**config.mk**
```make
export PLATFORM = sky130hd
export DESIGN_NAME = frame_scrambler
export DESIGN_NICKNAME = d
export VERILOG_FILES = /design/src/rtl/scr_pkg.sv /design/src/rtl/scr_frame_ctrl.sv /design/src/rtl/scr_lfsr.sv /design/src/rtl/scr_out_pipe.sv /design/src/rtl/frame_scrambler.sv
export SDC_FILE = /design/constraint.sdc
export NUM_CORES = 1
export LEC_CHECK = 0
export BUFFER_PORTS_ARGS = -buffer_cell sky130_fd_sc_hd__buf_2
export CAP_MARGIN = 30
export CORE_ASPECT_RATIO = 1.4
export CORE_MARGIN = 2
export CORE_UTILIZATION = 50
export DETAILED_ROUTE_END_ITERATION = 12
export PLACE_DENSITY = 0.69
export SKIP_CTS_REPAIR_TIMING = 1
export SLEW_MARGIN = 20
export SYNTH_ARGS = -nofsm -noshare
export SYNTH_HDL_FRONTEND = slang
export SYNTH_SLANG_ARGS = --single-unit
export TNS_END_PERCENT = 5
```
**constraint.sdc**
```tcl
create_clock -name clk -period 2.72 [get_ports clk]
set_input_delay 0.816 -clock clk [delete_from_list [all_inputs] [get_ports clk]]
set_output_delay 0.816 -clock clk [all_outputs]
set_load 0.02 [all_outputs]
```
**src/rtl/scr_pkg.sv**
```systemverilog
package scr_pkg;

   // Which part of the frame the current byte belongs to
   typedef enum logic [1:0] {
      SEG_SYNC     = 2'd0,
      SEG_SCRAMBLE = 2'd1,
      SEG_TAIL     = 2'd2
   } seg_e;

endpackage

```
**src/rtl/scr_frame_ctrl.sv**
```systemverilog
module scr_frame_ctrl
   import scr_pkg::*;
#(
   parameter int SYNC_LEN  = 2,
   parameter int SCRAM_LEN = 57
) (
   input  logic clk,
   input  logic rst_n,
   input  logic in_valid,
   input  logic in_sof,
   output seg_e seg
);
   localparam int SPAN  = SYNC_LEN + SCRAM_LEN;
   localparam int CNT_W = $clog2(SPAN + 1);
   localparam logic [CNT_W-1:0] SPAN_C = CNT_W'(SPAN);
   localparam logic [CNT_W-1:0] SYNC_C = CNT_W'(SYNC_LEN);

   logic [CNT_W-1:0] pos_q;    // index of the next byte, saturates at SPAN
   logic [CNT_W-1:0] cur_idx;

   always_comb begin
      cur_idx = (in_valid && in_sof) ? '0 : pos_q;
      if (cur_idx < SYNC_C)
         seg = SEG_SYNC;
      else if (cur_idx < SPAN_C)
         seg = SEG_SCRAMBLE;
      else
         seg = SEG_TAIL;
   end

   always_ff @(posedge clk or negedge rst_n) begin
      if (!rst_n)
         pos_q <= SPAN_C;
      else if (in_valid)
         pos_q <= (cur_idx == SPAN_C) ? cur_idx : cur_idx + 1'b1;
   end

endmodule

```
**src/rtl/scr_lfsr.sv**
```systemverilog
module scr_lfsr #(
   parameter int LFSR_W = 15,
   parameter int TAP_HI = 15,
   parameter int TAP_LO = 14,
   parameter int BYTE_W = 8
) (
   input  logic              clk,
   input  logic              rst_n,
   input  logic              load,
   input  logic              advance,
   output logic [BYTE_W-1:0] key,
   output logic [LFSR_W-1:0] state
);
   logic [LFSR_W-1:0] base;
   logic [LFSR_W-1:0] stepped;

   always_comb begin
      logic [LFSR_W-1:0] s;
      logic              fb;
      base = load ? {LFSR_W{1'b1}} : state;
      s    = base;
      key  = '0;
      for (int i = 0; i < BYTE_W; i++) begin
         fb                = s[TAP_HI-1] ^ s[TAP_LO-1];
         key[BYTE_W-1-i]   = fb;
         s                 = {s[LFSR_W-2:0], fb};
      end
      stepped = s;
   end

   always_ff @(posedge clk or negedge rst_n) begin
      if (!rst_n)
         state <= {LFSR_W{1'b1}};
      else if (load || advance)
         state <= advance ? stepped : base;
   end

endmodule

```
**src/rtl/scr_out_pipe.sv**
```systemverilog
module scr_out_pipe #(
   parameter int W      = 10,
   parameter int STAGES = 1
) (
   input  logic         clk,
   input  logic         rst_n,
   input  logic [W-1:0] d,
   output logic [W-1:0] q
);
   generate
      if (STAGES == 1) begin : g_single
         always_ff @(posedge clk or negedge rst_n) begin
            if (!rst_n) q <= '0;
            else        q <= d;
         end
      end else begin : g_chain
         logic [W-1:0] stg [STAGES];
         always_ff @(posedge clk or negedge rst_n) begin
            if (!rst_n) begin
               for (int i = 0; i < STAGES; i++) stg[i] <= '0;
            end else begin
               stg[0] <= d;
               for (int i = 1; i < STAGES; i++) stg[i] <= stg[i-1];
            end
         end
         assign q = stg[STAGES-1];
      end
   endgenerate

endmodule

```
**src/rtl/frame_scrambler.sv**
```systemverilog
module frame_scrambler
   import scr_pkg::*;
#(
   parameter int BYTE_W     = 8,
   parameter int LFSR_W     = 15,
   parameter int TAP_HI     = 15,
   parameter int TAP_LO     = 14,
   parameter int SYNC_LEN   = 2,
   parameter int SCRAM_LEN  = 57,
   parameter int OUT_STAGES = 1
) (
   input  logic              clk,
   input  logic              rst_n,
   input  logic              in_valid,
   input  logic              in_sof,
   input  logic [BYTE_W-1:0] in_data,
   output logic              out_valid,
   output logic              out_sof,
   output logic [BYTE_W-1:0] out_data
);
   localparam int PIPE_W = BYTE_W + 2;

   generate
      if (LFSR_W < 2)                          begin : g_bad_w   $error("LFSR_W too small"); end
      if (TAP_HI > LFSR_W || TAP_LO >= TAP_HI || TAP_LO < 1)
                                               begin : g_bad_tap $error("bad tap positions"); end
      if (SCRAM_LEN < 1 || SYNC_LEN < 0)       begin : g_bad_len $error("bad frame lengths"); end
      if (OUT_STAGES < 1)                      begin : g_bad_stg $error("OUT_STAGES must be >= 1"); end
      if (BYTE_W < 1)                          begin : g_bad_bw  $error("BYTE_W must be >= 1"); end
   endgenerate

   seg_e              seg;
   logic              key_load;
   logic              key_adv;
   logic [BYTE_W-1:0] key;
   logic [LFSR_W-1:0] lfsr_state;
   logic [BYTE_W-1:0] mixed;

   scr_frame_ctrl #(
      .SYNC_LEN (SYNC_LEN),
      .SCRAM_LEN(SCRAM_LEN)
   ) u_ctrl (
      .clk     (clk),
      .rst_n   (rst_n),
      .in_valid(in_valid),
      .in_sof  (in_sof),
      .seg     (seg)
   );

   assign key_load = in_valid && in_sof;
   assign key_adv  = in_valid && (seg == SEG_SCRAMBLE);

   scr_lfsr #(
      .LFSR_W(LFSR_W),
      .TAP_HI(TAP_HI),
      .TAP_LO(TAP_LO),
      .BYTE_W(BYTE_W)
   ) u_lfsr (
      .clk    (clk),
      .rst_n  (rst_n),
      .load   (key_load),
      .advance(key_adv),
      .key    (key),
      .state  (lfsr_state)
   );

   assign mixed = (seg == SEG_SCRAMBLE) ? (in_data ^ key) : in_data;

   scr_out_pipe #(
      .W     (PIPE_W),
      .STAGES(OUT_STAGES)
   ) u_pipe (
      .clk  (clk),
      .rst_n(rst_n),
      .d    ({in_valid, in_valid && in_sof, mixed}),
      .q    ({out_valid, out_sof, out_data})
   );

endmodule

```
After elaboration in Yosys (flattened, before gate mapping)

Cells that the tools add are included.

$add $sub $neg: 1
Order comparisons: 2
Eq/ne operators: 2
Muxes and demuxes: 7
Bitwise gates (word level): 9
Reduce and logical (&&, ||, !) cells: 3

Operators by type and width:

| cell                  | number |
|---|---|
| $mux W15              | 2 |
| $mux W6               | 2 |
| $mux W8               | 1 |
| $xor A1 B1 Y1         | 8 |
| $xor A8 B8 Y8         | 1 |
| $add A6 B1 Y6 const B | 1 |
| $eq A6 B6 Y1 const B  | 1 |
| $lt A6 B2 Y1 const B  | 1 |
| $lt A6 B6 Y1 const B  | 1 |
| $mux W2               | 2 |
| $eq A2 B1 Y1 const B  | 1 |
| $logic_and A1 B1 Y1   | 2 |
| $logic_or A1 B1 Y1    | 1 |

Bits in registers: 31

Longest topological paths before layout

Gate-level depths: netlist (run 1).

Depth in word-level cells: 8
Gate-level depth with buffers: 10

Cells and area by module

From an unflattened synthesis (run 1), not the netlist that was laid out.

Cells, all modules: 140
Area, all modules: 1,540.2 um^2

By module, submodules not included:

| module          | instances | cells each | area each (um^2) | sequential area each (um^2) |
|---|---|---|---|---|
| scr_lfsr        | 1         | 67         | 723.2            | 394.1 |
| scr_frame_ctrl  | 1         | 44         | 409.1            | 156.4 |
| scr_out_pipe    | 1         | 10         | 250.2            | 250.2 |
| frame_scrambler | 1         | 19         | 157.7            | 0.0 |

Worst setup path after synthesis (run 1)

Ideal clock, no wire load.

Path kind: input to register
Start: input in_valid
End: register u_lfsr.state[0]
Setup time: 0.075 ns
Arrival time: 2.591 ns
Required time: 2.645 ns
Path slack: 0.054 ns
Stages: 10
Buffers on the path: 3
Cell sequence: and2_1 -> buf_4 -> clkbuf_1 -> nor2b_1 -> ha_1 -> nor2_1 -> nor3_4 -> nor3_4 -> buf_6 -> mux2i_1

Longest elaborated chain between the ends: 8

RTL lines:

| what                                           | RTL line                                    | source |
|---|---|---|
| from (decl)                                    | frame_scrambler.sv:14                       | `input logic in_valid,` |
| $logic_and A1 B1 Y1                            | scr_frame_ctrl.sv:22, frame_scrambler.sv:50 |  |
| $mux W6                                        | scr_frame_ctrl.sv:22                        | `cur_idx = (in_valid && in_sof) ? '0 : pos_q;` |
| $lt A6 B6 Y1                                   | scr_frame_ctrl.sv:25                        | `else if (cur_idx < SPAN_C)` |
| $mux W2                                        | scr_frame_ctrl.sv:25                        |  |
| $mux W2                                        | scr_frame_ctrl.sv:23                        | `if (cur_idx < SYNC_C)` |
| $eq A2 B1 Y1                                   | frame_scrambler.sv:51                       | `assign key_adv = in_valid && (seg == SEG_SCRAMBLE);` |
| $logic_and A1 B1 Y1                            | frame_scrambler.sv:51                       |  |
| $mux W15 or $logic_or A1 B1 Y1 (tied branches) | scr_lfsr.sv:35, scr_lfsr.sv:34              |  |
| to (signal assigned)                           | scr_lfsr.sv:33                              | `state <= {LFSR_W{1'b1}};` |
| to (signal assigned)                           | scr_lfsr.sv:35                              | `state <= advance ? stepped : base;` |
| to (decl)                                      | scr_lfsr.sv:12                              | `output logic [LFSR_W-1:0] state` |

Parallel ways exist; a longest one is shown, timed or not.
A chain may end at the register's enable or synchronous reset.

Final worst setup path (run 1)

Same ends and word-level chain as after synthesis.

==> run summary, run 1 <==
Setup Skew: 0.00509 ns
TritonCTS Buffers: 5
Area Growth Syn to Fin: 16.0%
Ys Warns: 0
Largest net degree at the start of global routing: 32
Top post-synthesis cells by area: dfstp_2 (35%), dfrtp_1 (18%), mux2i_1 (9.2%)
Worst EP arrival: 2.46 ns
Max Cap Violations: 0
Io pins: 22
Bufs and invs on worst path: 2
Minimum clock period: 2.26 ns
Kind of critical path: in2reg
WP data required: 2.92 ns
Number of enable flip-flop cells after synthesis: 0
Critical-path top delay cell: nor3_4
Avg Cell Area, Syn: 11.4 um^2
WL/cell: 14.2 um
Nets: 172
DR vias/cell: 5.42
Clk slew on worst S/H paths: 0.06 ns
Initial antenna violation count: 0
Sink Count: 31
Max FO, Critical Path: 14
CTS H-tree depth: 2
First-pass GRT wire length: 5000 um
Final HPWL DP: 1970 um
Leak: 0.747 nW
CP dominant cell by count: nor3_4
P per Cell Area: 1040 mW/mm^2
DRC violations left: 0
CTS Root Cell: clkbuf_8
F_max: 442 MHz
Setup-failing EPs final: 0
Slew Limit Headroom: 0.565
FF+latch count, synth: 31
Distinct cell type count after synthesis: 32
First-pass DRT Iterations: 4
Worst-Margin Slew: 0.652 ns
Net switching power of the design: 0.635 mW
Most frequent cell after synthesis: dfstp_2
Critical Path End Type: flip-flop
Cell area after synthesis: 0.00152 mm^2
Antenna Nets Post-Route: 0
Diodes inserted: 0
Die X: 50.6 um
Seq/Total Area, Yosys: 0.526
Fraction of layout cells with a size suffix above 1: 0.369
CTS tree: yes
Total Power: 1.84 mW
Fraction of registers with async set/reset: 1.00
Crit share post-route: 0.832
Critical Path Max Stage Delay: 0.42 ns
Global route total overflow: 0
Longest Clk Path Bufs: 2
Prevailing post-synth register cell: dfstp_2
CP startpoint kind: input pin
Syn Inst Count: 134
Final hold viol count: 0
CP delay by family, top: simple AND/OR/NAND/NOR gates
Commonest cells post-synth: dfstp_2 (20), nor2_1 (18), mux2i_1 (14), dfrtp_1 (11), xor2_1 (9)
Clk Latency, worst-skew pair: 0.28 ns
Clock share of power: 0.212
Sum of negative setup slack: 0 ns
Combinational power share: 0.345
Dominant cell type by area after synthesis: dfstp_2
Peak supply drop: 0.621 mV
Hold_ws: 0.535 ns
DRT iter0 DRCs: 24
Worst path cell trace: buf_2, and2_1, nor2b_1, ha_1, nor2_1, nor3_4, nor3_4, buf_4, mux2i_1
Hold crit path type: reg2reg
Input/output buffers: 21
Gr usage total: 0.194
Top cell type's share of synthesized area: 0.345
RSZ-0062 raised after global routing: false
Switching part of the total power: 0.345
Total wire length: 2790 um
GP Congestion: 0.768
Die area: 0.00351 mm^2
Synth Net Count: 147
Final Util: 0.613
Core box area: 0.00288 mm^2
Vias: 1068
Die Y: 69.3 um
Status: finished, final reports clean
Slew Limit Fails: 0
Site Rows: 23
Vias in the first global route: 1112
Int Pwr: 1.21 mW
Reg power frac: 0.443
Initial Util: 0.529
through the flow:
step           std cells  setup slack [ns]  instance area [um^2]
4_1_cts              197             0.442                  1760
5_1_grt              197             0.269                  1760
3_5_place_dp         189             0.152                  1660
2_1_floorplan        134            0.0543                  1520
6_report             197             0.457                  1760
3_3_place_gp         189             0.259                  1660
power by group through the flow:
stage / clock network (mW) / registers (mW) / logic (mW)
final: 0.391 / 0.816 / 0.635
after global routing: 0.419 / 0.840 / 0.713
after floorplan: 0 / 0.872 / 0.427
after detailed placement: 0 / 0.825 / 0.641
after global placement: 0 / 0.816 / 0.624
after CTS: 0.404 / 0.818 / 0.646
cells by family (layout without fill, tap and decap cells):
kind of cell / after synthesis / count (layout) / synth area share
AOI/OAI and AO/OA: 15 / 15 / 0.0633
xor gates and xnor gates: 16 / 16 / 0.0921
adders and majority gates: 1 / 1 / 0.00822
buffers and inverters: 8 / 34 / 0.0304
DFF: 31 / 31 / 0.526
muxes: 15 / 15 / 0.0995
and+or+nand+nor: 48 / 48 / 0.180
sequential cells by signal (all words and copies together) (netlist names):
register,cells
u_lfsr.state,15
u_pipe.q,10
u_ctrl.pos_q,6
worst min-delay path, cell delays in order, from the launching register on:
cell     delay [ns]
dfstp_2        0.39
nor2_1         0.09
nor3_1         0.06
area by class of cell:
| class | count | area [um^2] |
|---|---|---|
| clock buffer | 8 | 100 |
| tap | 37 | 46.3 |
| multi-input combinational | 95 | 674 |
| sequential | 31 | 801 |
| timing repair buffer | 26 | 143 |
| fill | 246 | 1110 |
per-layer routing:
metal / up-vias / GRT usage / wire, um / share of wire
met3: 5 / 0.0647 / 154 / 0.055
li1: 518 / - / - / -
met4: 0 / 0.0901 / 50 / 0.018
met1: 512 / 0.217 / 1100 / 0.39
met2: 33 / 0.325 / 1490 / 0.53
met5: - / 0 / 0 / 0
worst paths after layout:
check                           depth (start not counted)  slack (ns)       startpoint         endpoint
worst max-delay path                                    9        0.46         in_valid  u_lfsr.state[0]
worst min-delay path                                    2        0.53  u_lfsr.state[7]  u_lfsr.state[7]
worst max register to register                          7        0.69  u_ctrl.pos_q[1]  u_lfsr.state[0]
worst min register to register                          2        0.53  u_lfsr.state[7]  u_lfsr.state[7]
max in group asynchronous                               1        1.73            rst_n  u_ctrl.pos_q[2]
min in group asynchronous                               1        0.55            rst_n      u_pipe.q[4]
placed cells by master, fill, tap and decap left out:
master     n
dfrtp_1   11
dfstp_2   20
or3_1      1
ha_1       1
and2_1     1
nor4b_1    1
clkbuf_8   7
a21oi_1    3
nand2b_1   2
a22o_1     3
a31oi_1    1
nor3_4     2
clkbuf_1   1
o31ai_1    1
or4_4      1
a31o_2     1
nand2_1    4
xor2_1     9
mux2_2     1
buf_2     21
nand3_1    2
and3_1     3
buf_4      5
nor4_1     8
nor2b_1    3
xnor2_1    7
nor3_1     1
nor2_4     1
mux2i_1   14
o21a_1     1
nor2_1    18
o21ai_0    5
(Power assumes the default switching activity.)
==> run 2, diff against run 1 <==
PLACE_DENSITY = 0.72   (was 0.69)
clock period = 2 ns   (was 2.72 ns; I/O delays follow)
==> run 2 against run 1 <==
  * Clock power rose by 23%
  * Utilization rose by 1.7 points
  * Cell count rose by 1.5%
  * Largest cell class unchanged
==> run summary, run 2 (same netlist as run 1, synthesis figures left out) <==
Diodes inserted: 0 (unchanged)
P per Cell Area: 1380 mW/mm^2 (was 1040 mW/mm^2)
Final HPWL DP: 2040 um (was 1970 um)
Max FFs per register: 15 (unchanged)
Sum of negative setup slack: 0 ns (unchanged)
GP Congestion: 0.721 (was 0.768)
Net switching power of the design: 0.878 mW (was 0.635 mW)
Combinational power share: 0.367 (was 0.345)
RSZ-0062 raised after global routing: true (was false)
Bufs and invs on worst path: 1 (was 2)
Die X: 50.6 um (unchanged)
Setup ws final: 0.0650 ns (was 0.457 ns)
Worst EP arrival: 2.14 ns (was 2.46 ns)
Fraction of layout cells with a size suffix above 1: 0.417 (was 0.369)
Longest Clk Path Bufs: 2 (unchanged)
Worst-Margin Slew: 0.671 ns (was 0.652 ns)
Commonest non-fill, non-tap cells in the layout: buf_2 (21), dfstp_2 (20), nor2_1 (17) (was buf_2 (21), dfstp_2 (20), nor2_1 (18))
Crit share post-route: 0.968
Max Cap Violations: 0 (unchanged)
CTS tree: yes (unchanged)
Gr usage total: 0.197 (was 0.194)
Vias in the first global route: 1158 (was 1112)
Peak supply drop: 0.737 mV (was 0.621 mV)
Critical Path End Type: flip-flop (unchanged)
Slew Limit Fails: 0 (unchanged)
Minimum clock period: 1.94 ns
CP startpoint kind: flip-flop (was input pin)
TritonCTS Buffers: 5 (unchanged)
Max FO, Critical Path: 5 (was 14)
Final hold viol count: 0 (unchanged)
Setup-failing EPs final: 0 (unchanged)
Leak: 0.769 nW (was 0.747 nW)
Area of the multi-input gates: 694 um^2 (was 674 um^2)
First-pass DRT Iterations: 4 (unchanged)
Critical Path Max Stage Delay: 0.57 ns (was 0.42 ns)
Cells after DPL: 192 (was 189)
Top flop regs: u_lfsr.state (15), u_pipe.q (10), u_ctrl.pos_q (6) (unchanged)
Core box area: 0.00288 mm^2 (unchanged)
Finished Layout Cells: 200 (was 197)
Pre-CTS WS: -0.344 ns (was 0.152 ns)
Fillers: 247 (was 246)
Vias: 1091 (was 1068)
Largest net degree at the start of global routing: 32 (unchanged)
Int Pwr: 1.63 mW (was 1.21 mW)
Kind of critical path: reg2reg (was in2reg)
Total wire length: 2980 um (was 2790 um)
Io pins: 22 (unchanged)
Nets: 176 (was 172)
Commonest non-fill, non-tap cell in the layout: buf_2 (unchanged)
Input/output buffers: 21 (unchanged)
Initial antenna violation count: 0 (unchanged)
Switching part of the total power: 0.350 (was 0.345)
Biggest register: u_lfsr.state (unchanged)
DRT iter0 DRCs: 40 (was 24)
WL/cell: 14.9 um (was 14.2 um)
Reg power frac: 0.442 (was 0.443)
Hold crit path type: in2async (was reg2reg)
F_max: 517 MHz
Clk slew on worst S/H paths: 0.06 ns (about the same)
Setup Skew: 0.00437 ns (was 0.00509 ns)
Critical-path top delay cell: dfstp_2 (was nor3_4)
Slew Limit Headroom: 0.553 (was 0.565)
Clock share of power: 0.191 (was 0.212)
DRC violations left: 0 (unchanged)
Sink Count: 31 (unchanged)
Die area: 0.00351 mm^2 (unchanged)
FF/Latch Area: 801 um^2 (unchanged)
Site Rows: 23 (unchanged)
Worst path cell trace: nor2b_1, ha_2, buf_4, nand2b_4, or3_4, nand2_2, mux2_2 (was buf_2, and2_1, nor2b_1, ha_1, nor2_1, nor3_4, nor3_4, buf_4, mux2i_1)
Initial Util: 0.529 (unchanged)
CTS Root Cell: clkbuf_8 (unchanged)
Clk Latency, worst-skew pair: 0.28 ns (about the same)
Antenna Nets Post-Route: 0 (unchanged)
CTS H-tree depth: 2 (unchanged)
Die Y: 69.3 um (unchanged)
Area Growth Syn to Fin: 19.2% (was 16.0%)
CP delay by family, top: simple AND/OR/NAND/NOR gates (unchanged)
First-pass GRT wire length: 5300 um (was 5000 um)
WP data required: 2.20 ns (was 2.92 ns)
DR vias/cell: 5.46 (was 5.42)
Status: finished, final reports clean (unchanged)
Global route total overflow: 0 (unchanged)
-- run 2: changes by cell type in the layout (fill, tap and decap cells not counted), sizes merged --
cell | previous run | this run
buf | 26 | 30
clkbuf | 8 | 6
clkinv | 0 | 1
-- run 2: through the flow --
stage / hold WS, ns / power, mW / utilization / instance area, um^2
floorplan: 0.304 / 1.78 / - / 1550
global placement: 0.516 / 1.98 / 0.590 / 1700
detailed placement: 0.529 / 2.01 / 0.590 / 1700
CTS: 0.376 / 2.51 / 0.621 / 1790
global route: 0.401 / 2.69 / 0.630 / 1810
finish: 0.356 / 2.51 / 0.630 / 1810
-- run 2: power by group through the flow --
| stage | registers [mW] | logic [mW] | clock network, mW |
|---|---|---|---|
| final | 1.11 | 0.922 | 0.479 |
| after global routing | 1.14 | 1.02 | 0.518 |
| after CTS | 1.11 | 0.901 | 0.492 |
| after detailed placement | 1.12 | 0.893 | 0 |
| after global placement | 1.11 | 0.872 | 0 |
| after floorplan | 1.19 | 0.590 | 0 |
-- run 2: worst paths after layout --
path | slack (ns) | endpoint | cells after the start | startpoint
max | 0.06 | u_ctrl.pos_q[1] | 7 | u_ctrl.pos_q[0]
min | 0.36 | u_pipe.q[5] | 1 | rst_n
max reg2reg | 0.06 | u_ctrl.pos_q[1] | 7 | u_ctrl.pos_q[0]
min reg2reg | 0.53 | u_lfsr.state[7] | 2 | u_lfsr.state[7]
max in group asynchronous | 1.21 | u_pipe.q[1] | 1 | rst_n
min in group clk | 0.51 | u_pipe.q[3] | 2 | in_data[3]
-- run 2: routing by layer --
| layer | vias up | routed length (um) | global-route usage |
|---|---|---|---|
| met1 | 531 | 1240 | 0.238 |
| met3 | 7 | 114 | 0.0388 |
| met5 | - | 0 | 0 |
| met4 | 0 | 59 | 0.0811 |
| li1 | 527 | - | - |
| met2 | 26 | 1560 | 0.335 |
-- run 2: layout make-up --
class                      instances  area share
clock buffer                       6      0.0455
clock inverter                     1     0.00276
multi-input combinational         95       0.383
sequential                        31       0.441
tap                               37      0.0255
timing repair buffer              30       0.102
==> run 3, diff against run 2 <==
CORE_ASPECT_RATIO = not set   (was 1.4)
CTS_BUF_LIST = sky130_fd_sc_hd__clkbuf_8 sky130_fd_sc_hd__clkbuf_16   (was not set)
SLEW_MARGIN = not set   (was 20)
==> run 3 against run 2 <==
  * Design area is 0.14% higher
  * Critical endpoint unchanged
  * Cell count decreased by 2.5%
  * Largest power group unchanged
  * Non-clock buffer count shrank 2
  * Critical path type unchanged
  * Die area is 0.19% lower
==> run summary, run 3 (same netlist as run 1, synthesis figures left out) <==
Status: finished, final reports clean (unchanged)
Slew Limit Fails: 0 (unchanged)
Finished Layout Cells: 195 (was 200)
Biggest register: u_lfsr.state (unchanged)
Fraction of layout cells with a size suffix above 1: 0.407 (was 0.417)
Diodes inserted: 0 (unchanged)
Input/output buffers: 21 (unchanged)
Max FO, Critical Path: 5 (unchanged)
P per Cell Area: 1450 mW/mm^2 (was 1380 mW/mm^2)
Total wire length: 2770 um (was 2980 um)
Largest net degree at the start of global routing: 32 (unchanged)
CTS tree: yes (unchanged)
Clk Latency, worst-skew pair: 0.28 ns (about the same)
DRC violations left: 0 (unchanged)
Leak: 0.771 nW (was 0.769 nW)
Nets: 174 (was 176)
WP data required: 2.20 ns (about the same)
Dpl cell area: 0.00168 mm^2 (was 0.00170 mm^2)
Hold_ws: 0.340 ns (was 0.356 ns)
Reg2Reg Capture Point: u_ctrl.pos_q[1] (unchanged)
Vias: 1027 (was 1091)
Site Rows: 20 (was 23)
R2R depth: 7 (unchanged)
R2R Setup Slk: 0.02 ns (was 0.06 ns)
WL/cell: 14.2 um (was 14.9 um)
TritonCTS Buffers: 5 (unchanged)
Total Power: 2.64 mW (was 2.51 mW)
Worst EP arrival: 2.18 ns (was 2.14 ns)
Worst-Margin Slew: 0.651 ns (was 0.671 ns)
Kind of critical path: reg2reg (unchanged)
Initial antenna violation count: 0 (unchanged)
Final HPWL DP: 1940 um (was 2040 um)
Setup Skew: 0.00987 ns (was 0.00437 ns)
RSZ-0062 raised after global routing: true (unchanged)
Slew Limit Headroom: 0.566 (was 0.553)
Final hold viol count: 0 (unchanged)
Setup ws final: 0.0206 ns (was 0.0650 ns)
Initial Util: 0.511 (was 0.529)
Top flop regs: u_lfsr.state (15), u_pipe.q (10), u_ctrl.pos_q (6) (unchanged)
Antenna Nets Post-Route: 0 (unchanged)
Minimum clock period: 1.98 ns (was 1.94 ns)
F_max: 505 MHz (was 517 MHz)
GP Congestion: 0.769 (was 0.721)
Pre-CTS WS: -0.338 ns (was -0.344 ns)
Max FFs per register: 15 (unchanged)
Clk slew on worst S/H paths: 0.06 ns (about the same)
First-pass GRT wire length: 4620 um (was 5300 um)
Sink Count: 31 (unchanged)
Vias in the first global route: 1041 (was 1158)
First-pass DRT Iterations: 2 (was 4)
Area Growth Syn to Fin: 19.4% (was 19.2%)
Setup-failing EPs final: 0 (unchanged)
Gr usage total: 0.184 (was 0.197)
Die area: 0.00350 mm^2 (was 0.00351 mm^2)
Die Y: 59.2 um (was 69.3 um)
Commonest non-fill, non-tap cell in the layout: buf_2 (unchanged)
Longest Clk Path Bufs: 2 (unchanged)
Hold crit path type: in2async (unchanged)
Fillers: 238 (was 247)
Io pins: 22 (unchanged)
CTS Root Cell: clkbuf_8 (unchanged)
DRT iter0 DRCs: 20 (was 40)
Peak supply drop: 0.441 mV (was 0.737 mV)
CTS H-tree depth: 2 (unchanged)
Core box area: 0.00298 mm^2 (was 0.00288 mm^2)
Critical Path End Type: flip-flop (unchanged)
Die X: 59.2 um (was 50.6 um)
Design area: 0.00182 mm^2 (was 0.00181 mm^2)
Commonest non-fill, non-tap cells in the layout: buf_2 (21), dfstp_2 (20), nor2_1 (17) (unchanged)
CP startpoint kind: flip-flop (unchanged)
Global route total overflow: 0 (unchanged)
Max Cap Violations: 0 (unchanged)
Worst r2r src: u_ctrl.pos_q[1] (was u_ctrl.pos_q[0])
Crit share post-route: 0.990 (was 0.968)
Cells after DPL: 186 (was 192)
DR vias/cell: 5.27 (was 5.46)
-- run 3: changes by cell type in the layout (fill, tap and decap cells not counted) --
cell | previous run | this run
buf_4 | 8 | 6
bufinv_16 | 0 | 1
nand2b_1 | 1 | 2
nand2b_4 | 1 | 0
-- run 3: worst max path at each step --
stage	start	to	slack, ns	cells past startpoint
finish	u_ctrl.pos_q[1]	u_ctrl.pos_q[1]	0.02	7
CTS	in_valid	u_lfsr.state[14]	-0.05	8
global placement	in_valid	u_lfsr.state[14]	-0.30	8
floorplan	in_valid	u_ctrl.pos_q[1]	-0.24	9
detailed placement	in_valid	u_lfsr.state[14]	-0.34	8
global route	u_ctrl.pos_q[1]	u_ctrl.pos_q[1]	-0.06	7
-- run 3: stage by stage --
stage	utilization	TNS [ns]
after floorplan	-	-3.50
after global placement	0.564	-4.47
after detailed placement	0.564	-5.45
after CTS	0.603	-0.490
after global routing	0.610	-0.0581
final	0.610	0
-- run 3: cell type report --
class / count / area, um^2 / area share
multi-input combinational: 95 / 687 / 0.378
timing repair buffer: 28 / 170 / 0.0937
tap: 33 / 41.3 / 0.0227
sequential: 31 / 801 / 0.441
clock buffer: 6 / 82.6 / 0.0455
clock inverter: 2 / 35.0 / 0.0193
-- run 3: metal layers --
metal	routed length (um)	part of all wire	vias to the layer above	global-route usage
met1	1330	0.48	480	0.242
met5	0	0	-	0
li1	-	-	520	-
met3	137	0.049	5	0.0721
met4	46	0.017	0	0.107
met2	1260	0.45	22	0.256
-- run 3: critical path: stages, from the launching register on --
cell and delay, ns:
dfstp_2 0.57, nor2b_1 0.15, ha_2 0.20, buf_4 0.13, nand2b_1 0.07, or3_4 0.37
nand2_2 0.08, mux2_2 0.32
-- run 3: where the power goes --
| group | switching [mW] | total, mW | internal [mW] |
|---|---|---|---|
| Sequential | 0.151 | 1.11 | 0.955 |
| Combinational | 0.502 | 0.903 | 0.401 |
| Clock | 0.227 | 0.629 | 0.403 |
